<file path="src/rtl/brc_pkg.sv">
package brc_pkg;

  localparam int unsigned DW     = 8;
  localparam int unsigned NREG   = 16;
  localparam int unsigned RIDX_W = $clog2(NREG);
  localparam int unsigned IW     = 2 * DW;
  localparam int unsigned OPC_W  = 4;

  typedef enum logic [2:0] {
    K_NOP,
    K_HLT,
    K_LDA,
    K_STA,
    K_LDI,
    K_ADD
  } kind_t;

  typedef enum logic [2:0] {
    S_FHI,
    S_FLO,
    S_EXEC,
    S_MEM,
    S_HALT
  } state_t;

  typedef struct packed {
    kind_t             kind;
    logic [RIDX_W-1:0] dst;
    logic [RIDX_W-1:0] sa;
    logic [RIDX_W-1:0] sb;
    logic [DW-1:0]     imm;
  } dec_t;

  // sum of two bytes, carry dropped
  function automatic logic [DW-1:0] add_wrap(input logic [DW-1:0] a,
                                             input logic [DW-1:0] b);
    logic [DW:0] full;
    full = {1'b0, a} + {1'b0, b};
    return full[DW-1:0];
  endfunction

  // pointer step that wraps at the byte boundary
  function automatic logic [DW-1:0] ptr_step(input logic [DW-1:0] p,
                                             input logic [DW-1:0] n);
    return add_wrap(p, n);
  endfunction

endpackage

</file>
<file path="src/rtl/brc_decode.sv">
module brc_decode
  import brc_pkg::*;
(
  input  logic [IW-1:0] word,
  output dec_t          dec
);

  logic [OPC_W-1:0] opc;

  assign opc = word[IW-1 -: OPC_W];

  always_comb begin
    dec.dst = word[11:8];
    dec.sa  = word[7:4];
    dec.sb  = word[3:0];
    dec.imm = word[7:0];
    unique case (opc)
      4'b0001: dec.kind = K_HLT;
      4'b0010: dec.kind = K_LDA;
      4'b0011: dec.kind = K_STA;
      4'b0100: dec.kind = K_LDI;
      4'b0101: dec.kind = K_ADD;
      default: dec.kind = K_NOP;  // 0000 and unused codes
    endcase
  end

endmodule

</file>
<file path="src/rtl/brc_regfile.sv">
module brc_regfile #(
  parameter int unsigned W     = 8,
  parameter int unsigned N     = 16,
  parameter int unsigned NRD   = 3,
  localparam int unsigned IDXW = $clog2(N)
) (
  input  logic                      clk,
  input  logic                      rst_n,
  input  logic                      we,
  input  logic [IDXW-1:0]           widx,
  input  logic [W-1:0]              wdata,
  input  logic [NRD-1:0][IDXW-1:0]  ridx,
  output logic [NRD-1:0][W-1:0]     rdata
);

  logic [W-1:0] regs_q [N];

  always_ff @(posedge clk or negedge rst_n) begin
    if (!rst_n) begin
      for (int i = 0; i < N; i++) regs_q[i] <= '0;
    end else if (we) begin
      regs_q[widx] <= wdata;
    end
  end

  for (genvar g = 0; g < NRD; g++) begin : g_rd
    assign rdata[g] = regs_q[ridx[g]];
  end

endmodule

</file>
<file path="src/rtl/byte_risc_core.sv">
module byte_risc_core
  import brc_pkg::*;
#(
  parameter logic [7:0] RESET_IP = 8'hC0
) (
  input  logic       clk,
  input  logic       rst_n,
  output logic [7:0] mem_addr,
  output logic [7:0] mem_wdata,
  input  logic [7:0] mem_rdata,
  output logic       mem_rd,
  output logic       mem_wr,
  output logic       halted
);

  localparam logic [DW-1:0] STEP_BYTE = DW'(1);
  localparam logic [DW-1:0] STEP_INSN = DW'(IW / DW);
  localparam int unsigned   NRD       = 3;

  state_t            st_q, st_d;
  logic [DW-1:0]     ip_q, ir_hi_q, ir_lo_q;
  logic [IW-1:0]     cur_word;
  dec_t              dec;
  logic [NRD-1:0][RIDX_W-1:0] rd_idx;
  logic [NRD-1:0][DW-1:0]     rd_val;
  logic [DW-1:0]     rv_dst, rv_a, rv_b;

  // named internal events
  logic fetch_hi, in_exec, in_mem;
  logic exec_lda, exec_sta, exec_halt, exec_wb;
  logic mem_lda, mem_sta, retire;
  logic rf_we;
  logic [DW-1:0] rf_wdata;

  // in execute the low byte is still on the read bus
  assign cur_word = (st_q == S_EXEC) ? {ir_hi_q, mem_rdata} : {ir_hi_q, ir_lo_q};

  brc_decode u_dec (
    .word (cur_word),
    .dec  (dec)
  );

  assign rd_idx = {dec.sb, dec.sa, dec.dst};
  assign rv_dst = rd_val[0];
  assign rv_a   = rd_val[1];
  assign rv_b   = rd_val[2];

  assign fetch_hi  = (st_q == S_FHI);
  assign in_exec   = (st_q == S_EXEC);
  assign in_mem    = (st_q == S_MEM);
  assign exec_lda  = in_exec && (dec.kind == K_LDA);
  assign exec_sta  = in_exec && (dec.kind == K_STA);
  assign exec_halt = in_exec && (dec.kind == K_HLT);
  assign exec_wb   = in_exec && ((dec.kind == K_LDI) || (dec.kind == K_ADD));
  assign mem_lda   = in_mem && (dec.kind == K_LDA);
  assign mem_sta   = in_mem && (dec.kind == K_STA);
  assign retire    = (in_exec && ((dec.kind == K_NOP) || (dec.kind == K_LDI) ||
                                  (dec.kind == K_ADD))) || in_mem;

  assign rf_we = exec_wb || mem_lda;

  always_comb begin
    if (mem_lda)               rf_wdata = mem_rdata;
    else if (dec.kind == K_LDI) rf_wdata = dec.imm;
    else                       rf_wdata = add_wrap(rv_a, rv_b);
  end

  brc_regfile #(
    .W   (DW),
    .N   (NREG),
    .NRD (NRD)
  ) u_rf (
    .clk   (clk),
    .rst_n (rst_n),
    .we    (rf_we),
    .widx  (dec.dst),
    .wdata (rf_wdata),
    .ridx  (rd_idx),
    .rdata (rd_val)
  );

  // sequencer
  always_comb begin
    st_d = st_q;
    unique case (st_q)
      S_FHI:  st_d = S_FLO;
      S_FLO:  st_d = S_EXEC;
      S_EXEC: begin
        if (exec_halt)                st_d = S_HALT;
        else if (exec_lda || exec_sta) st_d = S_MEM;
        else                          st_d = S_FHI;
      end
      S_MEM:  st_d = S_FHI;
      S_HALT: st_d = S_HALT;
      default: st_d = S_HALT;
    endcase
  end

  always_ff @(posedge clk or negedge rst_n) begin
    if (!rst_n) begin
      st_q    <= S_FHI;
      ip_q    <= RESET_IP;
      ir_hi_q <= '0;
      ir_lo_q <= '0;
    end else begin
      st_q <= st_d;
      if (st_q == S_FLO) ir_hi_q <= mem_rdata;
      if (in_exec)       ir_lo_q <= mem_rdata;
      if (retire)        ip_q    <= ptr_step(ip_q, STEP_INSN);
    end
  end

  // memory port
  assign mem_rd    = fetch_hi || (st_q == S_FLO) || exec_lda;
  assign mem_wr    = mem_sta;
  assign mem_wdata = rv_a;
  assign halted    = (st_q == S_HALT);

  always_comb begin
    if (st_q == S_FLO)  mem_addr = ptr_step(ip_q, STEP_BYTE);
    else if (exec_lda)  mem_addr = rv_a;
    else if (mem_sta)   mem_addr = rv_dst;
    else                mem_addr = ip_q;
  end

endmodule

</file>
<file path="config.mk">
export PLATFORM = sky130hd
export DESIGN_NAME = byte_risc_core
export DESIGN_NICKNAME = d
export VERILOG_FILES = /design/src/rtl/brc_pkg.sv /design/src/rtl/brc_decode.sv /design/src/rtl/brc_regfile.sv /design/src/rtl/byte_risc_core.sv
export SDC_FILE = /design/constraint.sdc
export NUM_CORES = 1
export LEC_CHECK = 0
export BUFFER_PORTS_ARGS = -buffer_cell sky130_fd_sc_hd__buf_2
export CAP_MARGIN = 20
export CORE_MARGIN = 2
export CORE_UTILIZATION = 40
export CTS_CLUSTER_DIAMETER = 80
export DETAILED_ROUTE_END_ITERATION = 10
export GPL_TIMING_DRIVEN = 0
export SLEW_MARGIN = 20
export SYNTH_ARGS = -nofsm -noshare
export SYNTH_HDL_FRONTEND = slang
export SYNTH_HIERARCHICAL = 1
export SYNTH_SLANG_ARGS = --single-unit
export TNS_END_PERCENT = 100
</file>
<file path="constraint.sdc">
create_clock -name clk -period 6.38 [get_ports clk]
set_input_delay 1.914 -clock clk [delete_from_list [all_inputs] [get_ports clk]]
set_output_delay 1.914 -clock clk [all_outputs]
set_load 0.05 [all_outputs]
</file>
=== Word-level counts from Yosys, hierarchy flattened ===
Index checks and enable logic that the tools add are counted.

* $add $sub $neg: 3
* Order comparisons: 4
* Equal/unequal tests: 14
* Multiplexer cells: 22
* Bitwise gates (word level): 3
* Reductions and logical operators: 18

{| class="wikitable"
|+ Operators by type and width
! cell !! count
|-
| bitwise mux 128 bit || 1
|-
| two-way mux 8 bit || 13
|-
| binary-select mux 8 bit (select 4 bit) || 3
|-
| demux 8 bit (select 4 bit) || 1
|-
| >= comparator 5 bit, second input constant || 3
|-
| inverter 4 -> 5 bit || 3
|-
| one-hot mux 3 bit (5 select lines) || 1
|-
| equality test 3 x 2 -> 1 bit, second input constant || 4
|-
| one-hot mux 3 bit (4 select lines) || 1
|-
| equality test 3 bit, second input constant || 3
|-
| adder 8 x 1 -> 8 bit, second input constant || 1
|-
| adder 8 x 2 -> 8 bit, second input constant || 1
|-
| adder 8 bit || 1
|-
| equality test 4 x 2 -> 1 bit, second input constant || 2
|-
| equality test 4 x 3 -> 1 bit, second input constant || 2
|-
| logical AND 1 bit || 8
|-
| logical OR 1 bit || 8
|-
| equality test 3 x 1 -> 1 bit, second input constant || 2
|-
| zero test 3 bit || 2
|-
| less-than comparator 5 x 1 -> 1 bit, second input constant || 1
|-
| equality test 4 x 1 -> 1 bit, second input constant || 1
|-
| two-way mux 3 bit || 1
|-
| two-way mux 2 bit || 1
|}

* Register bits: 155
* Input port bits: 10
* Output and inout bits: 19
* Logic and storage cells: 84

=== Logic depth before layout (Yosys ltp) ===
Gate-level depths: netlist of run 1.

* Word-level depth: 10
* Gate-level depth with buffers: 21
* Gate-level depth less buffers: 16

=== Cells and area by module ===
The synthesis of run 1 kept the hierarchy.

{| class="wikitable"
|+ Modules (own cells, without submodules)
! module !! times used !! cells an instance !! area an instance (sq um) !! seq. area each (sq um)
|-
| brc_regfile || 1 || 504 || 7,662.3 || 3,203.1
|-
| byte_risc_core || 1 || 196 || 1,764.2 || 653.1
|-
| brc_decode || 1 || 24 || 176.4 || 0.0
|}

=== Least setup slack after synthesis of run 1 ===
Ideal clock, no wire load.

* Path kind: input -> output
* From: input port mem_rdata[4]
* To: output port mem_addr[1]
* Data arrival time: 4.279 ns
* Data required time: 4.466 ns
* Slack: 0.187 ns
* Cell stages on the path: 10
* Buffers on the path: 3
* Path through: nand2_1 > nand2_1 > buf_4 > buf_2 > buf_2 > mux4_2 > a22oi_1 > nand2_1 > nand2_1 > o21ai_0

* Word-level cells in the longest chain between the ends: 7

{| class="wikitable"
|+ Ends and longest elaborated chain
! item !! RTL line !! text
|-
| start, declared || byte_risc_core.sv:10 || <nowiki>input logic [7:0] mem_rdata,</nowiki>
|-
| two-way mux 8 bit || byte_risc_core.sv:36 || <nowiki>assign cur_word = (st_q == S_EXEC) ? {ir_hi_q, mem_rdata} : {ir_hi_q, ir_lo_q};</nowiki>
|-
| named net cur_word[4] || byte_risc_core.sv:22 || <nowiki>logic [IW-1:0] cur_word;</nowiki>
|-
| inverter 4 -> 5 bit (not written as such) || brc_regfile.sv:27 || <nowiki>assign rdata[g] = regs_q[ridx[g]];</nowiki>
|-
| binary-select mux 8 bit (select 4 bit) || brc_regfile.sv:27 ||
|-
| two-way mux 8 bit (not written as such) (2 in series) || brc_regfile.sv:27 ||
|-
| named net mem_wdata[1] || byte_risc_core.sv:9 || <nowiki>output logic [7:0] mem_wdata,</nowiki>
|-
| two-way mux 8 bit || byte_risc_core.sv:121 || <nowiki>else if (exec_lda) mem_addr = rv_a;</nowiki>
|-
| two-way mux 8 bit || byte_risc_core.sv:120 || <nowiki>if (st_q == S_FLO) mem_addr = ptr_step(ip_q, STEP_BYTE);</nowiki>
|-
| end, declared || byte_risc_core.sv:8 || <nowiki>output logic [7:0] mem_addr,</nowiki>
|}

The timed path passes the listed nets, and every way through them passes these cells. The select of a mux whose other input is x is not followed.

=== Worst setup path after layout of run 1 ===
* From: input port mem_rdata[4]
* To: output port mem_addr[7]

* Word-level cells in the longest chain between the ends: 7

{| class="wikitable"
|+ Ends and longest elaborated chain
! item !! RTL line
|-
| two-way mux 8 bit || byte_risc_core.sv:36
|-
| named net cur_word[4] || byte_risc_core.sv:22
|-
| inverter 4 -> 5 bit (not written as such) || brc_regfile.sv:27
|-
| binary-select mux 8 bit (select 4 bit) || brc_regfile.sv:27
|-
| two-way mux 8 bit (not written as such) (2 in series) || brc_regfile.sv:27
|-
| two-way mux 8 bit || byte_risc_core.sv:121
|-
| two-way mux 8 bit || byte_risc_core.sv:120
|}

The timed path passes the listed nets, and every way through them passes these cells. The select of a mux whose other input is x is not followed.

==> results of run 1 <==
-- cell families (layout without fill, tap and decap cells) --
group / after synthesis / after routing / share of synthesized area
buf+inv: 79 / 140 / 0.0430
mux: 241 / 241 / 0.394
fa+ha+maj: 9 / 9 / 0.0125
xor+xnor: 8 / 8 / 0.00730
flops: 154 / 154 / 0.402
compound gates: 89 / 89 / 0.0659
simple gates: 144 / 144 / 0.0754
-- layout by cell type, fill, tap and decap left out, drive strengths merged, types with 3 or more instances in the layout --
cell    instances
mux2i           7
a21o            3
nand4           4
nand2b          5
nand3b          4
clkbuf         42
nor2b          13
inv            16
a22oi          49
nand2          69
or3             3
a31oi           3
o21ai          10
nor3b           6
nor2           27
ha              8
a21oi           7
a211oi          5
xor2            3
xnor2           5
dfrtp         152
buf            76
mux4           96
and2            3
o21a            3
mux2          138
nor3            3
-- flip-flops by register name, summed over array words and instances, names as in the netlist --
register     flops
st_q             3
ir_hi_q          8
ip_q             7
ir_lo_q          8
u_rf/regs_q    128
-- cell usage after synthesis (3+ instances only) --
library cell    n
a211oi_1        5
a21o_1          3
a21oi_1         7
a22oi_1        49
a31oi_1         3
and2_1          3
buf_1           6
buf_2          18
buf_4          21
clkbuf_1       25
dfrtp_1       152
ha_1            8
inv_1           7
mux2_1         25
mux2_2        113
mux2i_1         7
mux4_2         96
nand2_1        69
nand2b_1        5
nand3b_1        4
nand4_1         4
nor2_1         18
nor2_2          9
nor2b_1        12
nor3b_1         5
o21a_1          3
o21ai_0        10
or3_1           3
xnor2_1         5
xor2_1          3
-- what timing repair did --
action                                  in CTS  in global routing
endpoints found under the setup margin       6                  3
resized for setup                            7                  3
cloned                                       0                  0
-- final cells by class --
cell class,count,area share
clock buffer,17,0.0394
buffer,72,0.0370
inverter,7,0.00243
clock inverter,15,0.0162
timing repair buffer,29,0.0164
tap,319,0.0369
multi-input combinational,491,0.495
sequential,154,0.357
-- final timing paths --
check,start,end,slack (ns)
hold / removal,ip_q[7],ip_q[7],0.49
hold reg to reg,ip_q[7],ip_q[7],0.49
min in group asynchronous,rst_n,ir_hi_q[0],1.41
max in group asynchronous,rst_n,u_rf/regs_q[69],4.14
setup reg to reg,st_q[2],u_rf/regs_q[117],0.67
setup / recovery,mem_rdata[4],mem_addr[7],0.05
-- per-stage QoR --
stage | instance area, um^2 | setup TNS, ns | cells | setup WS, ns | util
2_1_floorplan | 9600 | 0 | 724 | 0.187 | -
3_3_place_gp | 10100 | -12.67 | 1071 | -0.371 | 0.431
3_5_place_dp | 10200 | -9.97 | 1072 | -0.344 | 0.432
4_1_cts | 10800 | 0 | 1104 | 0.00115 | 0.459
5_1_grt | 10800 | 0 | 1104 | 0.00164 | 0.459
6_report | 10800 | 0 | 1104 | 0.0517 | 0.459
-- per-layer routing --
layer  part of all wire  GRT usage  vias to the layer above
met5                  0          0                        -
met4              0.048      0.117                        0
met3              0.082     0.0469                       83
met2               0.46      0.353                      355
met1               0.41      0.317                     3503
li1                   -          -                     2875
-- critical path: stages --
cell	delay, ns
buf_2	0.11
nand2_1	0.05
nand2_1	0.14
buf_4	0.13
buf_2	0.18
buf_4	0.29
mux4_2	0.55
a22oi_1	0.37
nand2_1	0.26
inv_1	0.12
a221oi_2	0.06
buf_2	0.23
==> results.toml, run 1 <==
[floorplan]
core_um2 = 23500
die_area_um2 = 25300
initial_core_util = 0.408
die_x_um = 159
io_pins = 29
die-height_um = 159
rows = 56

[global_route]
grt_first_pass_wirelength_um = 43200
grt_start_max_net_pins = 96
grt_usage = 0.232
antenna_found_initial = 0
overflow = 0
grt_pass1_vias = 6937

[timing]
fin_crit_sh = 0.992
slew_headroom = 0.326
finalHoldViolCount = 0
max_freq_mhz = 158
layout_min_cycle_time_ns = 6.33
finalSetupViolCount = 0
worst_hold_slack_ns = 0.488
rsz0062_at_grt = "false"
finalClockSkew_ns = 0.0122
worstMarginPinSlew_ns = 1.01
slew_viol_final = 0

[routing]
antenna_left = 0
detail_route.vias_per_cell = 6.17
vias = 6816
wl_per_cell_um = 25.7
totalWireLength_um = 28400
drc = 0
drtIter0Drc = 701
dr.pass1.iters = 5

[place]
routabilityCongestion = 0.841
hpwlAfterDp_um = 19700
io_buffers = 28

[clock_network]
clkTransAtPathRegs_ns = 0.07
htreeDepth = 4
cts_tree = "done"
root_buffer = "clkbuf_16"
cts.sinks = 154
clk_path_buf_depth = 2
clk_latency_ns = 0.44
post_cts.repair.setup_buffers = 0
holdBufCountCts = 0
numCtsBuffers = 17

[logic_synthesis]
yosysSeqAreaShare = 0.402
netlist_area_um2 = 9600
synth_top_cell_by_area = "dfrtp_1"
synth-edff-count = 0
async_flop_share = 1.00
synthTopCellsByArea = "dfrtp_1 (40%), mux4_2 (23%), mux2_2 (13%)"
synth_top_area_share = 0.396
synth_ff_type = "dfrtp_1"
yosysUniqueCellTypes = 49
syn-num-nets = 743
avgSynthCellArea_um2 = 13.3
ys_warn_count = 6
netlist_instances = 724
synth_seq_cells = 154

[setup_path]
critical_path_class = "input pin to output pin"
cp_max_fo = 10
arrival_ns = 4.41
end_kind = "output pin"
r2r.worst_path.cells = 18
worstPathRequired_ns = 4.47
start_kind = "input pin"

[hold_path]
hold_path_depth = 1
min_path_type = "flop to flop"

[final_layout]
n_fill_cell = 2180
area_growth_pct = 12.6
diodes = 0
final_nets = 791
multi_input_area_um2 = 5350
drive_gt1_frac = 0.425
ff_latch_area_um2 = 3860

[flow_run]
drv_cap = 0

[outcome]
status = "finished, final reports clean"
Power of run 1 is not shown: default switching activity piles up to over one toggle a cycle in this logic, so the estimate is an artifact.
==> inputs of run 2 (changes only) <==
--- a/config.mk
+++ b/config.mk
@@ -8,10 +8,11 @@
 export BUFFER_PORTS_ARGS = -buffer_cell sky130_fd_sc_hd__buf_2
 export CAP_MARGIN = 20
 export CORE_MARGIN = 2
-export CORE_UTILIZATION = 40
+export CORE_UTILIZATION = 50
 export CTS_CLUSTER_DIAMETER = 80
 export DETAILED_ROUTE_END_ITERATION = 10
 export GPL_TIMING_DRIVEN = 0
+export PLACE_DENSITY = 0.66
 export SLEW_MARGIN = 20
 export SYNTH_ARGS = -nofsm -noshare
 export SYNTH_HDL_FRONTEND = slang
==> constraint.sdc (replaced) <==
create_clock -name clk -period 6.38 [get_ports clk]
set_input_delay 1.914 -clock clk [delete_from_list [all_inputs] [get_ports clk]]
set_output_delay 1.914 -clock clk [all_outputs]
set_load 0.02 [all_outputs]
==> results.toml, run 2 (same netlist as run 1, synthesis figures left out) <==
[outcome]
status = "finished, final reports clean"

[setup_path]
cp_top_family = "buffers and inverters"
crit_slowest_cell = "clkbuf_2"
critPathMaxStageDelay_ns = 0.42
cp_max_fo = 14
start_kind = "input pin"
cp_common_cell = "nand2_1"
critical_path_class = "input pin to output pin"
path_cells = "buf_2 -> nand2_1 -> nand2_1 -> buf_4 -> clkbuf_2 -> mux4_2 -> a22oi_1 -> nand2_1 -> nand2_1 -> o21ai_0 -> buf_2"
cp_num_buf_inv = 4
cp-startpoint = "mem_rdata[5]"
rrSetupSlack_ns = 0.66
worstReg2RegStart = "st_q[2]"
arrival_ns = 4.37
end_kind = "output pin"
worstPathRequired_ns = 4.47

[clock_network]
post_cts.repair.setup_buffers = 0
holdBufCountCts = 0
clkTransAtPathRegs_ns = 0.07
clk_path_buf_depth = 2
clk_latency_ns = 0.45
htreeDepth = 4
cts_tree = "done"
numCtsBuffers = 17
root_buffer = "clkbuf_16"
cts.sinks = 154

[timing]
rsz0062_at_grt = "false"
slew_viol_final = 0
slew_headroom = 0.333
layout_min_cycle_time_ns = 6.28
finalHoldViolCount = 0
fin_crit_sh = 0.984
max_freq_mhz = 159
worstMarginPinSlew_ns = 1.00
finalClockSkew_ns = 0.0173
finalSetupViolCount = 0

[routing]
antenna_left = 0
detail_route.vias_per_cell = 6.82
drc = 0
wl_per_cell_um = 27.9
drtIter0Drc = 862
totalWireLength_um = 28400
dr.pass1.iters = 5
vias = 6947

[final_layout]
area_growth_pct = 11.4
n_fill_cell = 1529
top_register = "u_rf/regs_q"
drive_gt1_frac = 0.425
largestRegisters = "u_rf/regs_q x128, ir_hi_q x8, ir_lo_q x8"
final_nets = 790
largest_reg_flops = 128
diodes = 0
final_util = 0.570
final_common_cell = "dfrtp_1"
final_cell_mix = "dfrtp_1 (152), mux2_2 (113), mux4_2 (96)"

[floorplan]
die_x_um = 143
io_pins = 29
die_area_um2 = 20300
initial_core_util = 0.512
rows = 50
die-height_um = 143
core_um2 = 18800

[global_route]
grt_pass1_vias = 7155
overflow = 0
grt_first_pass_wirelength_um = 43100
grt_start_max_net_pins = 98
antenna_found_initial = 0
grt_usage = 0.294

[hold_path]
min_path_type = "flop to flop"
hp-start = "ip_q[7]"

[place]
io_buffers = 28
hpwlAfterDp_um = 19700
routabilityCongestion = 0.972

[flow_run]
drv_cap = 0
-- run 2: final timing paths --
| check | endpoint | cells past startpoint |
|---|---|---|
| min in group asynchronous | ir_hi_q[1] | 1 |
| worst max register to register | u_rf/regs_q[116] | 19 |
| worst max-delay path | mem_addr[2] | 11 |
| worst min register to register | ip_q[7] | 1 |
| worst min-delay path | ip_q[7] | 1 |
| max in group asynchronous | u_rf/regs_q[121] | 2 |
-- run 2: final cells by class --
class                   count  area [um^2]  share of cell area
plain buffers              71          400              0.0374
clock buffers              20          467              0.0436
clock inverters            12          129              0.0120
inverters                   7         26.3             0.00246
multi-input cells         491         5350               0.500
flip-flops and latches    154         3860               0.361
well taps                 234          293              0.0274
repair buffers             29          178              0.0166
-- run 2: metrics by stage --
stage	instance area (um^2)	TNS (ns)	hold WS, ns	setup slack (ns)	std cells
after floorplan	9600	0	0.459	0.563	724
after detailed placement	10100	-4.78	0.484	-0.228	987
after global placement	10000	-2.23	0.484	-0.133	986
final	10700	0	0.495	0.0999	1018
after CTS	10700	0	0.497	0.0510	1019
after global routing	10700	0	0.504	0.0337	1018
-- run 2: layer usage --
metal	up-vias	GRT usage	wire length (um)
met5	-	0	0
met4	0	0.138	1200
met3	85	0.0787	2920
met2	407	0.462	13400
met1	3584	0.383	10800
li1	2871	-	-
-- run 2: repair_timing --
| action | in CTS | in global routing |
|---|---|---|
| endpoints found under the hold margin | 0 | 0 |
| endpoints found under the setup margin | 3 | 5 |
| pin swaps | 0 | 0 |
| resized for setup | 3 | 9 |
Power of run 2 is left out for the same reason.
==> inputs of run 3 (changes only) <==
--- a/config.mk
+++ b/config.mk
@@ -12,7 +12,7 @@
 export CTS_CLUSTER_DIAMETER = 80
 export DETAILED_ROUTE_END_ITERATION = 10
 export GPL_TIMING_DRIVEN = 0
-export PLACE_DENSITY = 0.66
+export PLACE_DENSITY = 0.69
 export SLEW_MARGIN = 20
 export SYNTH_ARGS = -nofsm -noshare
 export SYNTH_HDL_FRONTEND = slang
==> constraint.sdc (replaced) <==
create_clock -name clk -period 5.1 [get_ports clk]
set_input_delay 1.53 -clock clk [delete_from_list [all_inputs] [get_ports clk]]
set_output_delay 1.53 -clock clk [all_outputs]
set_load 0.02 [all_outputs]
==> results.toml, run 3 (same netlist as run 1, synthesis figures left out) <==
[final_layout]
diodes = 0
n_fill_cell = 1495
multi_input_area_um2 = 5440
ff_latch_area_um2 = 3860
largestRegisters = "u_rf/regs_q x128, ir_hi_q x8, ir_lo_q x8"
final_common_cell = "dfrtp_1"
fin_cells = 1022
drive_gt1_frac = 0.459
final_cell_mix = "dfrtp_1 (152), mux2_2 (113), mux4_2 (96)"
largest_reg_flops = 128
area_growth_pct = 13.9
top_register = "u_rf/regs_q"
final_nets = 796

[timing]
layout_min_cycle_time_ns = 5.09
worstMarginPinSlew_ns = 0.959
worst_hold_slack_ns = 0.496
finalClockSkew_ns = 0.00974
fin_crit_sh = 0.999
finalHoldViolCount = 0
slew_headroom = 0.361
finalSetupViolCount = 0
slew_viol_final = 0
max_freq_mhz = 196

[place]
hpwlAfterDp_um = 19900
dpl.cell_count = 987
routabilityCongestion = 0.920
io_buffers = 28

[routing]
dr.pass1.iters = 6
antenna_left = 0
drtIter0Drc = 662
wl_per_cell_um = 28.1
detail_route.vias_per_cell = 6.81
drc = 0
vias = 6960
totalWireLength_um = 28700

[setup_path]
crit_slowest_cell = "mux4_2"
end_kind = "output pin"
arrival_ns = 3.56
worstPathRequired_ns = 3.57
start_kind = "input pin"
cp_max_fo = 7
worstReg2RegStart = "st_q[2]"
cp_common_cell = "nand2_2"
rrSetupSlack_ns = 0.29
r2r.worst_path.cells = 19
critPathMaxStageDelay_ns = 0.53
path_cells = "buf_4 -> nand2_1 -> nand2_2 -> buf_8 -> buf_12 -> mux4_2 -> a22oi_2 -> nand2_2 -> a221o_1 -> buf_6"
critical_path_class = "input pin to output pin"
reg2reg_to = "u_rf/regs_q[30]"

[global_route]
antenna_found_initial = 0
grt_pass1_vias = 7216
overflow = 0
grt_first_pass_wirelength_um = 43300
grt_start_max_net_pins = 81
grt_usage = 0.295

[clock_network]
cts_tree = "done"
htreeDepth = 4
clk_path_buf_depth = 2
root_buffer = "clkbuf_16"
cts.sinks = 154
holdBufCountCts = 0
clkTransAtPathRegs_ns = 0.06
clk_latency_ns = 0.43
numCtsBuffers = 17

[floorplan]
initial_core_util = 0.512
core_um2 = 18800
rows = 50
die_x_um = 143
die_area_um2 = 20300
die-height_um = 143
io_pins = 29

[hold_path]
holdPathEnd = "ip_q[7]"
hp-start = "ip_q[7]"
hold_path_depth = 1
min_path_type = "flop to flop"

[flow_run]
drv_cap = 0

[outcome]
status = "finished, final reports clean"
==> run 3: final cells by class <==
cell class	instances	area share
plain buffers	67	0.0432
clock buffers	20	0.0408
clock inverters	10	0.0110
inverters	7	0.00240
multi-input cells	491	0.497
flip-flops and latches	154	0.352
well taps	234	0.0268
repair buffers	39	0.0266
==> run 3: how the worst max path moves through the flow <==
stage | start | to | slack [ns] | cells after the start
global route | mem_rdata[4] | mem_addr[0] | -0.02 | 10
finish | mem_rdata[4] | mem_addr[0] | 0.006 | 10
floorplan | mem_rdata[4] | mem_addr[0] | 0.05 | 9
CTS | mem_rdata[0] | u_rf/regs_q[76] | 0.005 | 17
global placement | mem_rdata[4] | u_rf/regs_q[69] | -1.14 | 17
detailed placement | mem_rdata[4] | u_rf/regs_q[85] | -1.24 | 17
==> run 3: stage by stage <==
stage	utilization	area [um^2]	setup WS, ns	TNS (ns)
5_1_grt	0.583	10900	-0.0192	-0.0305
2_1_floorplan	-	9600	0.0510	0
3_3_place_gp	0.535	10000	-1.14	-91.72
3_5_place_dp	0.537	10100	-1.24	-99.18
6_report	0.583	10900	0.00625	0
4_1_cts	0.573	10800	0.00464	0
==> run 3: critical path, delay by kind of cell <==
family                 cells  cell delay, ns
buffers and inverters      4            0.55
muxes                      1            0.53
AOI/OAI and AO/OA          2            0.65
and+or+nand+nor            3            0.31
==> run 3: repair_timing <==
action	4_1_cts	5_1_grt
endpoints found under the hold margin	0	0
pin swaps	2	8
setup buffers	0	9
gates cloned	0	1
gates resized for setup	40	30
setup endpoints to repair	111	80
==> run 3: routing by layer <==
layer  GRT usage  up-vias  routed length (um)
met5           0        -                   0
met4       0.167        0                1670
met3      0.0787      116                2880
met2       0.464      424               13600
met1       0.372     3556               10500
li1            -     2864                   -
Power of run 3 is left out for the same reason.
